[src/rtl/gpio_pkg.sv]
package gpio_pkg;
    typedef enum logic [1:0] {
        SEL_DIR  = 2'd0,
        SEL_LAT  = 2'd1,
        SEL_PIN  = 2'd2,
        SEL_NONE = 2'd3
    } gpio_sel_e;
endpackage

[src/rtl/gpio_regs.sv]
module gpio_regs #(
    parameter int              WIDTH     = 16,
    parameter logic [WIDTH-1:0] IMPL_MASK = '1
) (
    input  logic             clk,
    input  logic             rst_n,
    input  logic             wr_dir,
    input  logic             wr_lat,
    input  logic             wr_port,
    input  logic [WIDTH-1:0] wdata,
    output logic [WIDTH-1:0] dir_q,
    output logic [WIDTH-1:0] lat_q
);
    typedef struct packed {
        logic [WIDTH-1:0] dir;
        logic [WIDTH-1:0] lat;
    } regs_t;

    regs_t st_d, st_q;

    always_comb begin
        st_d = st_q;
        if (wr_dir) begin
            st_d.dir = wdata & IMPL_MASK;
        end
        // port address and latch address both land in the latch
        if (wr_lat || wr_port) begin
            st_d.lat = wdata & IMPL_MASK;
        end
    end

    always_ff @(posedge clk or negedge rst_n) begin
        if (!rst_n) begin
            st_q.dir <= IMPL_MASK;
            st_q.lat <= '0;
        end else begin
            st_q <= st_d;
        end
    end

    assign dir_q = st_q.dir;
    assign lat_q = st_q.lat;
endmodule

[src/rtl/gpio_sync.sv]
module gpio_sync #(
    parameter int WIDTH  = 16,
    parameter int STAGES = 2
) (
    input  logic             clk,
    input  logic             rst_n,
    input  logic [WIDTH-1:0] d_in,
    output logic [WIDTH-1:0] d_out
);
    logic [STAGES-1:0][WIDTH-1:0] stage_d, stage_q;

    always_comb begin
        stage_d[0] = d_in;
        for (int s = 1; s < STAGES; s++) begin
            stage_d[s] = stage_q[s-1];
        end
    end

    always_ff @(posedge clk or negedge rst_n) begin
        if (!rst_n) begin
            stage_q <= '0;
        end else begin
            stage_q <= stage_d;
        end
    end

    assign d_out = stage_q[STAGES-1];
endmodule

[src/rtl/gpio_pad_mux.sv]
module gpio_pad_mux #(
    parameter int              WIDTH     = 16,
    parameter logic [WIDTH-1:0] IMPL_MASK = '1,
    parameter logic [WIDTH-1:0] OVR_MASK  = '1
) (
    input  logic [WIDTH-1:0] dir_q,
    input  logic [WIDTH-1:0] lat_q,
    input  logic [WIDTH-1:0] per_drive,
    input  logic [WIDTH-1:0] per_oe,
    input  logic [WIDTH-1:0] per_out,
    output logic [WIDTH-1:0] pad_oe,
    output logic [WIDTH-1:0] pad_out
);
    for (genvar b = 0; b < WIDTH; b++) begin : g_bit
        if (!IMPL_MASK[b]) begin : g_absent
            assign pad_oe[b]  = 1'b0;
            assign pad_out[b] = 1'b0;
        end else if (OVR_MASK[b]) begin : g_shared
            always_comb begin
                if (per_drive[b]) begin
                    pad_oe[b]  = per_oe[b];
                    pad_out[b] = per_out[b];
                end else begin
                    pad_oe[b]  = ~dir_q[b];
                    pad_out[b] = lat_q[b];
                end
            end
        end else begin : g_dedicated
            assign pad_oe[b]  = ~dir_q[b];
            assign pad_out[b] = lat_q[b];
        end
    end
endmodule

[src/rtl/gpio_port_mux.sv]
module gpio_port_mux #(
    parameter int              WIDTH     = 16,
    parameter logic [WIDTH-1:0] IMPL_MASK = '1,
    parameter logic [WIDTH-1:0] OVR_MASK  = '1
) (
    input  logic             clk,
    input  logic             rst_n,
    input  logic             wr_dir,
    input  logic             wr_lat,
    input  logic             wr_port,
    input  logic [WIDTH-1:0] wdata,
    input  logic [1:0]       rd_sel,
    output logic [WIDTH-1:0] rdata,
    input  logic [WIDTH-1:0] pad_in,
    output logic [WIDTH-1:0] pad_oe,
    output logic [WIDTH-1:0] pad_out,
    input  logic [WIDTH-1:0] per_drive,
    input  logic [WIDTH-1:0] per_oe,
    input  logic [WIDTH-1:0] per_out
);
    import gpio_pkg::*;

    logic [WIDTH-1:0] dir_q, lat_q, pin_q;

    gpio_regs #(.WIDTH(WIDTH), .IMPL_MASK(IMPL_MASK)) u_regs (
        .clk(clk), .rst_n(rst_n),
        .wr_dir(wr_dir), .wr_lat(wr_lat), .wr_port(wr_port),
        .wdata(wdata), .dir_q(dir_q), .lat_q(lat_q)
    );

    gpio_sync #(.WIDTH(WIDTH), .STAGES(2)) u_sync (
        .clk(clk), .rst_n(rst_n), .d_in(pad_in), .d_out(pin_q)
    );

    gpio_pad_mux #(.WIDTH(WIDTH), .IMPL_MASK(IMPL_MASK), .OVR_MASK(OVR_MASK)) u_mux (
        .dir_q(dir_q), .lat_q(lat_q),
        .per_drive(per_drive), .per_oe(per_oe), .per_out(per_out),
        .pad_oe(pad_oe), .pad_out(pad_out)
    );

    always_comb begin
        case (gpio_sel_e'(rd_sel))
            SEL_DIR: rdata = dir_q;
            SEL_LAT: rdata = lat_q;
            SEL_PIN: rdata = pin_q & IMPL_MASK;
            default: rdata = '0;
        endcase
    end
endmodule

[config.mk]
export PLATFORM = sky130hd
export DESIGN_NAME = gpio_port_mux
export DESIGN_NICKNAME = d
export VERILOG_FILES = /design/src/rtl/gpio_pkg.sv /design/src/rtl/gpio_regs.sv /design/src/rtl/gpio_sync.sv /design/src/rtl/gpio_pad_mux.sv /design/src/rtl/gpio_port_mux.sv
export SDC_FILE = /design/constraint.sdc
export NUM_CORES = 1
export LEC_CHECK = 0
export ABC_AREA = 1
export BUFFER_PORTS_ARGS = -buffer_cell sky130_fd_sc_hd__buf_2
export CORE_MARGIN = 4
export CORE_UTILIZATION = 48
export CTS_BUF_LIST = sky130_fd_sc_hd__clkbuf_8
export DETAILED_ROUTE_END_ITERATION = 10
export HOLD_SLACK_MARGIN = 0.12
export PLACE_DENSITY = 0.8
export SYNTH_ARGS = -nofsm -noshare
export SYNTH_HDL_FRONTEND = slang
export SYNTH_HIERARCHICAL = 1
export SYNTH_SLANG_ARGS = --single-unit
export TNS_END_PERCENT = 20
[constraint.sdc]
create_clock -name clk -period 0.9 [get_ports clk]
set_input_delay 0.045 -clock clk [delete_from_list [all_inputs] [get_ports clk]]
set_output_delay 0.045 -clock clk [all_outputs]
set_load 0.02 [all_outputs]
Yosys cells after proc, flatten, opt, wreduce, memory -nomap -nowiden
Cells that the tools add are included.
- register bits after elaboration: 64
- output and inout bits: 48
- word-level logic and storage cells: 57
- reduce and logical (&&, ||, !) cells: 2
- bitwise logic cells: 16
- multiplexer cells: 33
- equal/unequal tests: 2
- operators by type and width (kind ; number):
    one-hot mux 16 bit (3 select lines) ; 1
    two-way mux 1 bit ; 32
    NOT 1 bit ; 16
    == test 2 x 1 -> 1 bit (second input constant) ; 1
    == test 2 bit (second input constant) ; 1
    zero test 2 bit ; 1
    logical OR 1 bit ; 1

Longest topological paths before layout
Gate-level depths: netlist of the first run.
- word-level depth: 2
- depth in mapped cells: 5

Cells and area by module
Netlist of the first run, hierarchy kept.
- by module, submodules not included (module ; cells an instance ; area an instance (um^2) ; times used):
    gpio_regs ; 135 ; 1276.2 ; 1
    gpio_sync ; 32 ; 800.8 ; 1
    gpio_port_mux ; 74 ; 399.1 ; 1
    gpio_pad_mux ; 96 ; 380.4 ; 1

Worst setup path after synthesis of the first run
No wires, ideal clock.
- path type: register -> output
- start: reg u_regs.st_q, in the netlist u_regs/dir_q[0]
- end: out rdata[0]
- data arrival time: 0.733 ns
- cell stages (with the launch flop): 3
- setup slack: 0.122 ns
- path through: dfstp_2 > nand2_1 > nand3_1
- word-level cells in the longest chain between the ends: 1
- ends and longest elaborated chain (element ; line ; source):
    from (decl) ; gpio_regs.sv:19 ; regs_t st_d, st_q;
    from (signal assigned) ; gpio_regs.sv:37 ; st_q <= st_d;
    one-hot mux 16 bit (3 select lines) ; gpio_port_mux.sv:42 ; case (gpio_sel_e'(rd_sel))
    to (decl) ; gpio_port_mux.sv:13 ; output logic [WIDTH-1:0] rdata,
No other way between the ends.

Final worst setup path of the first run
Ends and elaborated chain as after synthesis.

==> results.md, run 1 <==
- Status: complete, but fails checks
- Failing checks: setup timing
- Most common cell after layout, fill and taps aside: nand2_1
- Final net count: 596
- Min Clock Period, post-route: ~1.2 ns
- Non-filler instance count after layout: ~600
- Max_slew headroom: 0.6432
- Max-cap viol count: 0
- CTS Root Cell: clkbuf_8
- Syn_nets: between 400 and 500
- Mapped Cells: 337
- Layout filler cell count: approximately 380
- Main synth FF type: dfrtp_1
- Critical Path Fanout Max: 3
- Async SR Flop Fraction: 1.000
- Residual DRC count: 0
- EDFF count, synth: 0
- Share of cells above drive strength 1: 0.3833
- Vias in the first global route: between 2k and 3k
- Fmax: about 810 MHz
- Routed WL: approximately 8.3 mm
- CTS Buf Count: 9
- Library cells used by synthesis: 16
- Critical Path RT: between 0.8 and 0.9 ns
- Drt via density: around 5.0
- Die span in y: roughly 85 um
- Synth-to-Final Area Change: 51.60%
- First drt pass iteration count: 5
- Critical Path AT: roughly 1.2 ns
- Post-DP HPWL: around 5.2 mm
- Total global-route track usage: 0.2297
- Leakage: between 2 and 2.5 nW
- Clk_skew: roughly 0.0022 ns
- Drt wl/cell: ~14 um
- Pin count of the biggest net entering global routing: 65
- Final worst-path cycle share: 1.379
- Seq/Total Area, Yosys: 0.5677
- Synth Register Bits: 64
- # hold bufs at CTS: 35
- Port buffer count: 134
- Total die area: ~0.0072 mm^2
- H-tree depth: 3
- Gr ovfl total: 0
- Final setup fails: 48
- Ports: 135
- Core area: between 0.005 and 0.006 mm^2
- First-pass GRT wire length: about 13 mm
- RSZ-0062 raised after global routing: yes
- Initial Util: 0.5063
- Initial DRC Count: ~220
- Synthesized area: 0.002856 mm^2
- Commonest non-fill, non-tap cells in the layout: nand2_1 (122), buf_2 (117), dfrtp_1 (48)
- Die W: approximately 85 um
- Worst-Skew Late Latency: approximately 0.32 ns
- Synth warnings: 6
- Critical path startpoint category: flop
- Clock transition at the registers of the reported paths: ~0.080 ns
- Worst Slack Setup Final: -0.3408 ns
- Initial antenna violation count: 1
- Actual slew at the worst max-slew pin: 0.5352 ns
- CP Class: flop to primary output
- ANT nets after route: 0
- Via count: around 2.9k
- PwrDens: 1723 mW/mm^2
- Num rows: 27
- Post-CTS Repair Setup Buffers: 0
- Min-Delay Path Class: input pin to flop
- Placed Cells: approximately 540
- CTS tree: built
- Fin. Hold Viols: 0
- Worst hold margin: around 0.12 ns
- Max-slew violations: 0
- CTS Buffer Depth: 2
- Worst VDD drop: ~1.4 mV
- Mean Syn Cell Area: 8.476 um^2
- Global placer's final weighted congestion: approximately 0.84
- Critical path endpoint category: primary output
- Clock sink total: 64
## cell type report
class	instances	area (um^2)	area share
flip-flops and latches	64	1622	0.3745
repair buffers	174	1179	0.2722
multi-input cells	226	1087	0.2511
clock inverters	7	96.34	0.02225
clock buffers	9	123.9	0.02860
well taps	72	90.09	0.02080
inverters	34	127.6	0.02947
diodes	2	5.005	0.001156
## cells in the mapped netlist (2+ instances only)
cell type / count / share of area
dfrtp_1: 48 / 0.42
buf_2: 2 / 0.0035
clkbuf_4: 2 / 0.0053
buf_6: 6 / 0.024
buf_4: 2 / 0.0053
o21ai_1: 20 / 0.035
nand3_1: 48 / 0.084
o21ai_0: 28 / 0.049
inv_2: 2 / 0.0026
inv_1: 32 / 0.042
dfstp_2: 16 / 0.15
nand2_1: 127 / 0.17
## sequential cells by signal, summed over array words and instances (netlist names)
register / flops
u_sync/d_out: 16
u_sync/stage_d: 16
u_regs/lat_q: 16
u_regs/dir_q: 16
## routing by layer
layer | share of wire | vias to the layer above | track usage
li1 | - | 1415 | -
met1 | 0.36 | 1328 | 0.2557
met4 | 0.025 | 0 | 0.1338
met5 | 0 | - | 0
met2 | 0.53 | 166 | 0.4040
met3 | 0.078 | 19 | 0.04660
## critical path, cell delays in order (launching register included)
cell and delay [ns]:
dfstp_2 0.56, nand2_1 0.09, nand3_2 0.10, buf_6 0.12
## cell families (layout without fill, tap and decap cells)
kind of cell           count (synthesis)  after routing  synth area share
AND/OR/NAND/NOR                      178            178            0.2641
flip-flops                            64             64            0.5677
AO/OA/AOI/OAI                         48             48           0.08410
buffers and inverters                 47            224           0.08410
other                                  0              2                 0
## final timing paths
kind	cells past startpoint	endpoint	startpoint	slack, ns
min in group asynchronous	3	u_sync/stage_d[31]$_DFF_PN0_	rst_n	0.27
setup reg to reg	2	u_regs/dir_q[3]$_DFFE_PN1P_	u_regs/dir_q[3]$_DFFE_PN1P_	0.04
hold reg to reg	0	u_sync/d_out[4]$_DFF_PN0_	u_sync/stage_d[20]$_DFF_PN0_	0.35
hold / removal	4	u_regs/lat_q[10]$_DFFE_PN0P_	wr_port	0.12
max in group asynchronous	3	u_regs/dir_q[4]$_DFFE_PN1P_	rst_n	0.32
setup / recovery	3	rdata[0]	u_regs/dir_q[0]$_DFFE_PN1P_	-0.34
## stage by stage
| stage | total power [mW] | util | setup WS (ns) | TNS (ns) | cell area, um^2 |
|---|---|---|---|---|---|
| after CTS | 7.439 | 0.7578 | -0.3221 | -13.36 | 4275 |
| final | 7.461 | 0.7676 | -0.3408 | -11.29 | 4330 |
| after global placement | 4.504 | 0.6301 | 0.01316 | 0 | 3555 |
| after detailed placement | 4.537 | 0.6301 | 0.003773 | 0 | 3555 |
| after global routing | 7.807 | 0.7671 | -0.3927 | -13.79 | 4328 |
| after floorplan | 3.961 | - | 0.1222 | 0 | 2856 |
## power breakdown
group | total [mW] | internal (mW) | switching [mW]
combinational | 1.52 | 0.659 | 0.858
clock | 2.67 | 1.56 | 1.12
sequential | 3.27 | 3.13 | 0.145
total | 7.46 | 5.34 | 2.12
## timing repair
| item | in CTS | in global routing |
|---|---|---|
| hold endpoints to repair | 112 | 4 |
| gates resized for setup | 42 | 17 |
| gates cloned | 0 | 0 |
| pin swaps | 0 | 4 |
| endpoints found under the setup margin | 48 | 66 |
Note: power is estimated with default switching activity, not from simulation.
==> inputs of run 2 (changes only) <==
--- a/config.mk
+++ b/config.mk
@@ -15,6 +15,5 @@
 export PLACE_DENSITY = 0.8
 export SYNTH_ARGS = -nofsm -noshare
 export SYNTH_HDL_FRONTEND = slang
-export SYNTH_HIERARCHICAL = 1
 export SYNTH_SLANG_ARGS = --single-unit
 export TNS_END_PERCENT = 20
==> constraint.sdc (replaced) <==
create_clock -name clk -period 0.9 [get_ports clk]
set_input_delay 0.09 -clock clk [delete_from_list [all_inputs] [get_ports clk]]
set_output_delay 0.09 -clock clk [all_outputs]
set_load 0.02 [all_outputs]
==> results.md, run 2 <==
- Worst-Skew Late Latency: 0.34 ns (+0.02 ns)
- Fmax: 776.3 MHz (-3.7%)
- Pin count of the biggest net entering global routing: 40 (-38%)
- Top cells by count, synth: nand2_1 (79), o21ai_0 (53), dfrtp_1 (48), nand3_1 (48), inv_1 (32)
- R2r endpoint: u_regs.dir_q[10]$_DFFE_PN1P_
- Crit path cell chain: nand2_1 -> nand3_2 -> buf_6
- First-pass GRT wire length: 13.17 mm (-0.42%)
- Min-Delay Path Class: input pin to flop
- Worst hold margin: 0.1435 ns (+0.02632 ns)
- Synth top area share: 0.4238 (+0.003342)
- Synth-to-Final Area Change: 57.04%
- Max_slew headroom: 0.7441 (+0.1009)
- Port buffer count: 134 (unchanged)
- Clk_skew: 0.004621 ns (+0.002433 ns)
- Fin util: 0.7936 (+0.02604)
- Final worst-path cycle share: 1.431 (+0.05257)
- Gr ovfl total: 0 (unchanged)
- Initial DRC Count: 99 (-55%)
- Final setup fails: 48 (unchanged)
- RSZ-0062 raised after global routing: yes
- Core area: 0.005608 mm^2 (-0.60%)
- Commonest non-fill, non-tap cells in the layout: buf_2 (101), nand2_1 (77), dfrtp_1 (48)
- Setup TNS: -14.20 ns (-2.905 ns)
- R2R depth: 2 (unchanged)
- Vias in the first global route: 2881 (-0.48%)
- Min Clock Period, post-route: 1.288 ns (+0.04731 ns)
- Worst Slack Setup Final: -0.3881 ns (-0.04731 ns)
- Max stage delay on crit path: 0.56 ns (about the same)
- Total global-route track usage: 0.2304 (+0.0006765)
- Pre-CTS WS: -0.06737 ns (-0.07114 ns)
- Status: complete, but fails checks
- CP Class: flop to primary output
- Critical Path AT: 1.20 ns (about the same)
- Hold Path End: u_regs.lat_q[7]$_DFFE_PN0P_
- Worst path bufs/invs: 1 (unchanged)
- Max-slew violations: 0 (unchanged)
- Dominant cells by area after synthesis: dfrtp_1 (42%), dfstp_2 (15%), nand2_1 (10%), o21ai_0 (9.4%), nand3_1 (8.5%)
- Hold path cells: 4 (unchanged)
- Synth Register Bits: 64 (unchanged)
- Actual slew at the worst max-slew pin: 0.3838 ns (-0.1513 ns)
- Total power: 7.860 mW (+5.3%)
- Die span in y: 84.84 um (-0.35%)
- Max-cap viol count: 0 (unchanged)
- Ports: 135 (unchanged)
- Fin. Hold Viols: 0 (unchanged)
- H-tree depth: 3 (unchanged)
- Initial antenna violation count: 0 (-1)
- Async SR Flop Fraction: 1.000 (unchanged)
- Diode count: 0 (-2)
- Share of cells above drive strength 1: 0.4234 (+0.04012)
- EDFF count, synth: 0 (unchanged)
- Synthesized area: 0.002834 mm^2 (-0.79%)
- CTS Root Cell: clkbuf_8
- Critical path endpoint category: primary output
- Routed WL: 8.233 mm (-0.72%)
- Most common cell in the synthesized netlist: nand2_1
- Worst VDD drop: 1.682 mV (+24%)
- Num rows: 27 (unchanged)
- Critical Path RT: 0.81 ns (-0.04 ns)
- Main synth FF type: dfrtp_1
- Post-synth top area cell: dfrtp_1
- Final net count: 578 (-3.0%)
- Failing checks: setup timing
- ANT nets after route: 0 (unchanged)
- R2R setup slack: 0.06 ns (+0.02 ns)
- PwrDens: 1766 mW/mm^2 (+2.5%)
- Residual DRC count: 0 (unchanged)
- CTS Buffer Depth: 2 (unchanged)
- CTS Buf Count: 9 (unchanged)
- Post-DP HPWL: 5.366 mm (+2.6%)
- First drt pass iteration count: 5 (unchanged)
- Hold Crit Start: wr_port
- Layout filler cell count: 349 (-8.9%)
- Mean Syn Cell Area: 8.997 um^2 (+6.1%)
- Critical Path Fanout Max: 3 (unchanged)
- Total die area: 0.007198 mm^2 (-0.70%)
- Clock sink total: 64 (unchanged)
- Die W: 84.84 um (-0.35%)
- Most common cell after layout, fill and taps aside: buf_2
- Reg2reg start: u_regs.dir_q[10]$_DFFE_PN1P_
- Mapped Cells: 315 (-6.5%)
- Drt wl/cell: 14.49 um (+2.8%)
- Drt via density: 5.106 (+2.5%)
- CTS tree: built
- Critical path startpoint category: flop
- Initial Util: 0.5054 (-0.0009660)
- CP max-delay cell: dfstp_2
- Seq/Total Area, Yosys: 0.5722 (+0.004511)
- Library cells used by synthesis: 16 (unchanged)
- Via count: 2900 (-0.96%)
- Synth warnings: 0 (-6)
- Clock transition at the registers of the reported paths: 0.08 ns (about the same)
- Leakage: 2.313 nW (-1.3%)
- Crit path max-delay family: flip-flops
- Syn_nets: 402 (-5.2%)
- Post-CTS Repair Setup Buffers: 0 (unchanged)
- Global placer's final weighted congestion: 0.8812 (+4.6%)
## run 2: metal layers
layer | share of wire | track usage | up-vias
li1 | - | - | 1377
met5 | 0 | 0 | -
met4 | 0.014 | 0.09496 | 0
met1 | 0.37 | 0.2639 | 1374
met2 | 0.54 | 0.4078 | 135
met3 | 0.072 | 0.06019 | 14
## run 2: cell type report
cell class,count,area [um^2],area share
Clock inverter,7,120.1,0.02699
Multi-Input combinational cell,203,1061,0.2384
Timing Repair Buffer,179,1306,0.2935
Tap cell,72,90.09,0.02024
Inverter,34,127.6,0.02868
Clock buffer,9,123.9,0.02783
Sequential cell,64,1622,0.3644
## run 2: what timing repair did
item	CTS	global route
setup endpoints to repair	48	55
gates resized for setup	86	21
pin swaps	0	1
hold buffers	35	0
endpoints found under the hold margin	112	0
## run 2: power by group
part | internal [mW] | switching [mW] | total [mW]
sequential | 3.12 | 0.139 | 3.26
combinational | 0.747 | 0.876 | 1.62
clock | 1.84 | 1.13 | 2.97
## run 2: worst max-delay path by stage
| stage | to | startpoint | slack [ns] | cells past startpoint |
|---|---|---|---|---|
| final | rdata[8] | u_regs.dir_q[8]$_DFFE_PN1P_ | -0.39 | 3 |
| after global routing | rdata[8] | u_regs.dir_q[8]$_DFFE_PN1P_ | -0.43 | 3 |
| after CTS | rdata[8] | u_regs.dir_q[8]$_DFFE_PN1P_ | -0.36 | 3 |
| after detailed placement | rdata[6] | rd_sel[1] | -0.07 | 5 |
| after global placement | rdata[5] | rd_sel[0] | -0.06 | 5 |
| after floorplan | pad_out[12] | u_regs.lat_q[12]$_DFFE_PN0P_ | -0.04 | 2 |
## run 2: through the flow
step	cells	area, um^2
3_3_place_gp	517	3592
5_1_grt	568	4451
2_1_floorplan	315	2834
6_report	568	4451
4_1_cts	568	4393
3_5_place_dp	517	3592
## run 2: cells by family (layout without fill, tap and decap cells)
logic type | after synthesis | in the layout | share of synthesized area
and+or+nand+nor | 139 | 139 | 0.2194
AOI/OAI and AO/OA | 64 | 64 | 0.1183
DFF | 64 | 64 | 0.5722
buffers and inverters | 48 | 229 | 0.09007
## run 2: worst reg2reg max path: stages (launching register included)
cell and delay [ns]:
dfstp_2 0.56, inv_1 0.05, o21ai_1 0.16
==> inputs of run 3 (changes only) <==
--- a/config.mk
+++ b/config.mk
@@ -12,7 +12,7 @@
 export CTS_BUF_LIST = sky130_fd_sc_hd__clkbuf_8
 export DETAILED_ROUTE_END_ITERATION = 10
 export HOLD_SLACK_MARGIN = 0.12
-export PLACE_DENSITY = 0.8
+export PLACE_DENSITY = 0.82
 export SYNTH_ARGS = -nofsm -noshare
 export SYNTH_HDL_FRONTEND = slang
 export SYNTH_SLANG_ARGS = --single-unit
==> constraint.sdc (replaced) <==
create_clock -name clk -period 1.2 [get_ports clk]
set_input_delay 0.12 -clock clk [delete_from_list [all_inputs] [get_ports clk]]
set_output_delay 0.12 -clock clk [all_outputs]
set_load 0.02 [all_outputs]
==> results.md, run 3 (synthesized netlist as in run 2, its figures left out) <==
- Status: complete, but fails checks
- Failing checks: setup timing
- Final net count: 571 (-1.2%)
- Worst VDD drop: 1.072 mV (-36%)
- Via count: 2840 (-2.1%)
- R2r endpoint: u_regs.dir_q[14]$_DFFE_PN1P_
- Met1 Routed Length: 3.084 mm (+0.16%)
- Clock sink total: 64 (unchanged)
- H-tree depth: 3 (unchanged)
- First drt pass iteration count: 4 (-1)
- Crit path capture: rdata[6]
- Post-CTS Repair Setup Buffers: 0 (unchanged)
- Crit path cell chain: nand2_2 -> nand3_2 -> buf_6
- Die W: 84.84 um (unchanged)
- Worst-Skew Late Latency: 0.33 ns (about the same)
- Min Clock Period, post-route: ~1.3 ns
- Residual DRC count: 0 (unchanged)
- Port buffer count: 134 (unchanged)
- Fin util: 0.7778 (-0.01584)
- Critical Path RT: 1.08 ns (+0.27 ns)
- Pin count of the biggest net entering global routing: 65 (+63%)
- Leakage: 2.256 nW (-2.5%)
- Num rows: 27 (unchanged)
- Fin. Hold Viols: 0 (unchanged)
- Drt via density: 5.062 (-0.85%)
- Total power: 5.722 mW (-27%)
- Ports: 135 (unchanged)
- Max stage delay on crit path: 0.59 ns (+0.03 ns)
- CTS Buffer Depth: 2 (unchanged)
- Min-Delay Path Class: input pin to flop
- Pre-CTS WS: 0.1386 ns (+0.2059 ns)
- Met2 WL: 4.553 mm (+2.5%)
- Layout filler cell count: 367 (+5.2%)
- Critical Path Fanout Max: 3 (unchanged)
- Initial antenna violation count: 0 (unchanged)
- Actual slew at the worst max-slew pin: 0.3843 ns (+0.0005352 ns)
- Post-DP HPWL: 5.235 mm (-2.4%)
- Commonest non-fill, non-tap cells in the layout: buf_2 (102), nand2_1 (72), dfrtp_1 (48)
- R2R depth: 2 (unchanged)
- Fmax: 756.2 MHz
- Routed WL: 8.429 mm (+2.4%)
- Core area: 0.005608 mm^2 (unchanged)
- R2R setup slack: 0.34 ns (+0.28 ns)
- WL met3: 641 um (+7.7%)
- Diode count: 0 (unchanged)
- Critical path startpoint category: flop
- Setup TNS: -2.033 ns (+12.16 ns)
- Total die area: 0.007198 mm^2 (unchanged)
- Worst Slack Setup Final: -0.1224 ns (+0.2656 ns)
- CTS Root Cell: clkbuf_8
- Most common cell after layout, fill and taps aside: buf_2
- PwrDens: 1312 mW/mm^2 (-26%)
- Final worst-path cycle share: 1.102
- First-pass GRT wire length: 13.54 mm (+2.9%)
- Initial Util: 0.5054 (unchanged)
- Total global-route track usage: 0.2397 (+0.009347)
- Clock transition at the registers of the reported paths: 0.08 ns (about the same)
- Critical path endpoint category: primary output
- Gr ovfl total: 0 (unchanged)
- Die span in y: 84.84 um (unchanged)
- Setup crit start: u_regs.dir_q[6]$_DFFE_PN1P_
- CP max-delay cell: dfstp_2
- RSZ-0062 raised after global routing: yes
- Vias in the first global route: 2866 (-0.52%)
- CTS tree: built
- Drt wl/cell: 15.02 um (+3.7%)
- Global placer's final weighted congestion: 0.8244 (-6.4%)
- ANT nets after route: 0 (unchanged)
- Synth-to-Final Area Change: 53.91%
- CTS Buf Count: 9 (unchanged)
- Final setup fails: 32 (-33%)
- Max-cap viol count: 0 (unchanged)
- Max_slew headroom: 0.7438 (about the same)
- Critical Path AT: 1.20 ns (about the same)
- Max-slew violations: 0 (unchanged)
- Top Layer Used: met4
- Initial DRC Count: 160 (+62%)
- CP Class: flop to primary output
- Share of cells above drive strength 1: 0.4335 (+0.01015)
- Clk_skew: 0.004465 ns (-0.0001565 ns)
- Reg2reg start: u_regs.dir_q[14]$_DFFE_PN1P_
[run 3: worst min-delay path by stage]
stage / from / to / cells past startpoint
2_1_floorplan: rst_n / u_regs.lat_q[0]$_DFFE_PN0P_ / 0
3_3_place_gp: rst_n / u_regs.lat_q[3]$_DFFE_PN0P_ / 2
3_5_place_dp: rst_n / u_regs.lat_q[3]$_DFFE_PN0P_ / 2
4_1_cts: wr_dir / u_regs.dir_q[1]$_DFFE_PN1P_ / 3
5_1_grt: wr_dir / u_regs.dir_q[0]$_DFFE_PN1P_ / 3
6_report: wr_dir / u_regs.dir_q[0]$_DFFE_PN1P_ / 3
[run 3: what timing repair did]
action                                  4_1_cts  5_1_grt
endpoints found under the hold margin       112        0
pin swaps                                     1        4
hold buffers                                 33        0
endpoints found under the setup margin       43       48
gates resized for setup                      75       36
[run 3: area by class of cell]
| type | instances | area (um^2) | share of cell area |
|---|---|---|---|
| flip-flops and latches | 64 | 1622 | 0.3718 |
| repair buffers | 172 | 1219 | 0.2794 |
| multi-input cells | 203 | 1077 | 0.2470 |
| inverters | 34 | 127.6 | 0.02926 |
| clock buffers | 9 | 123.9 | 0.02840 |
| clock inverters | 7 | 102.6 | 0.02352 |
| well taps | 72 | 90.09 | 0.02065 |
[run 3: critical path: cells and delay by family (launching register included)]
kind                   cells  cell delay, ns
buffers and inverters      1            0.12
DFF                        1            0.59
and+or+nand+nor            2            0.15
[run 3: where the power goes]
part / internal [mW] / leakage (nW) / switching, mW
sequential: 2.34 / 0.732 / 0.109
combinational: 0.535 / 1.41 / 0.655
clock: 1.19 / 0.110 / 0.889
total: 4.07 / 2.26 / 1.65
[run 3: metrics by stage]
step           cell area (um^2)  cells  hold slack, ns
6_report                   4362    561          0.1542
5_1_grt                    4362    561          0.1668
4_1_cts                    4267    561          0.1545
3_5_place_dp               3530    512          0.1513
3_3_place_gp               3530    512          0.1454
2_1_floorplan              2834    315         -0.1756
[run 3: layer usage]
layer	vias to the layer above	global-route usage
met5	-	0
met4	0	0.08058
met3	17	0.05631
met2	147	0.4242
met1	1310	0.2866
li1	1366	-
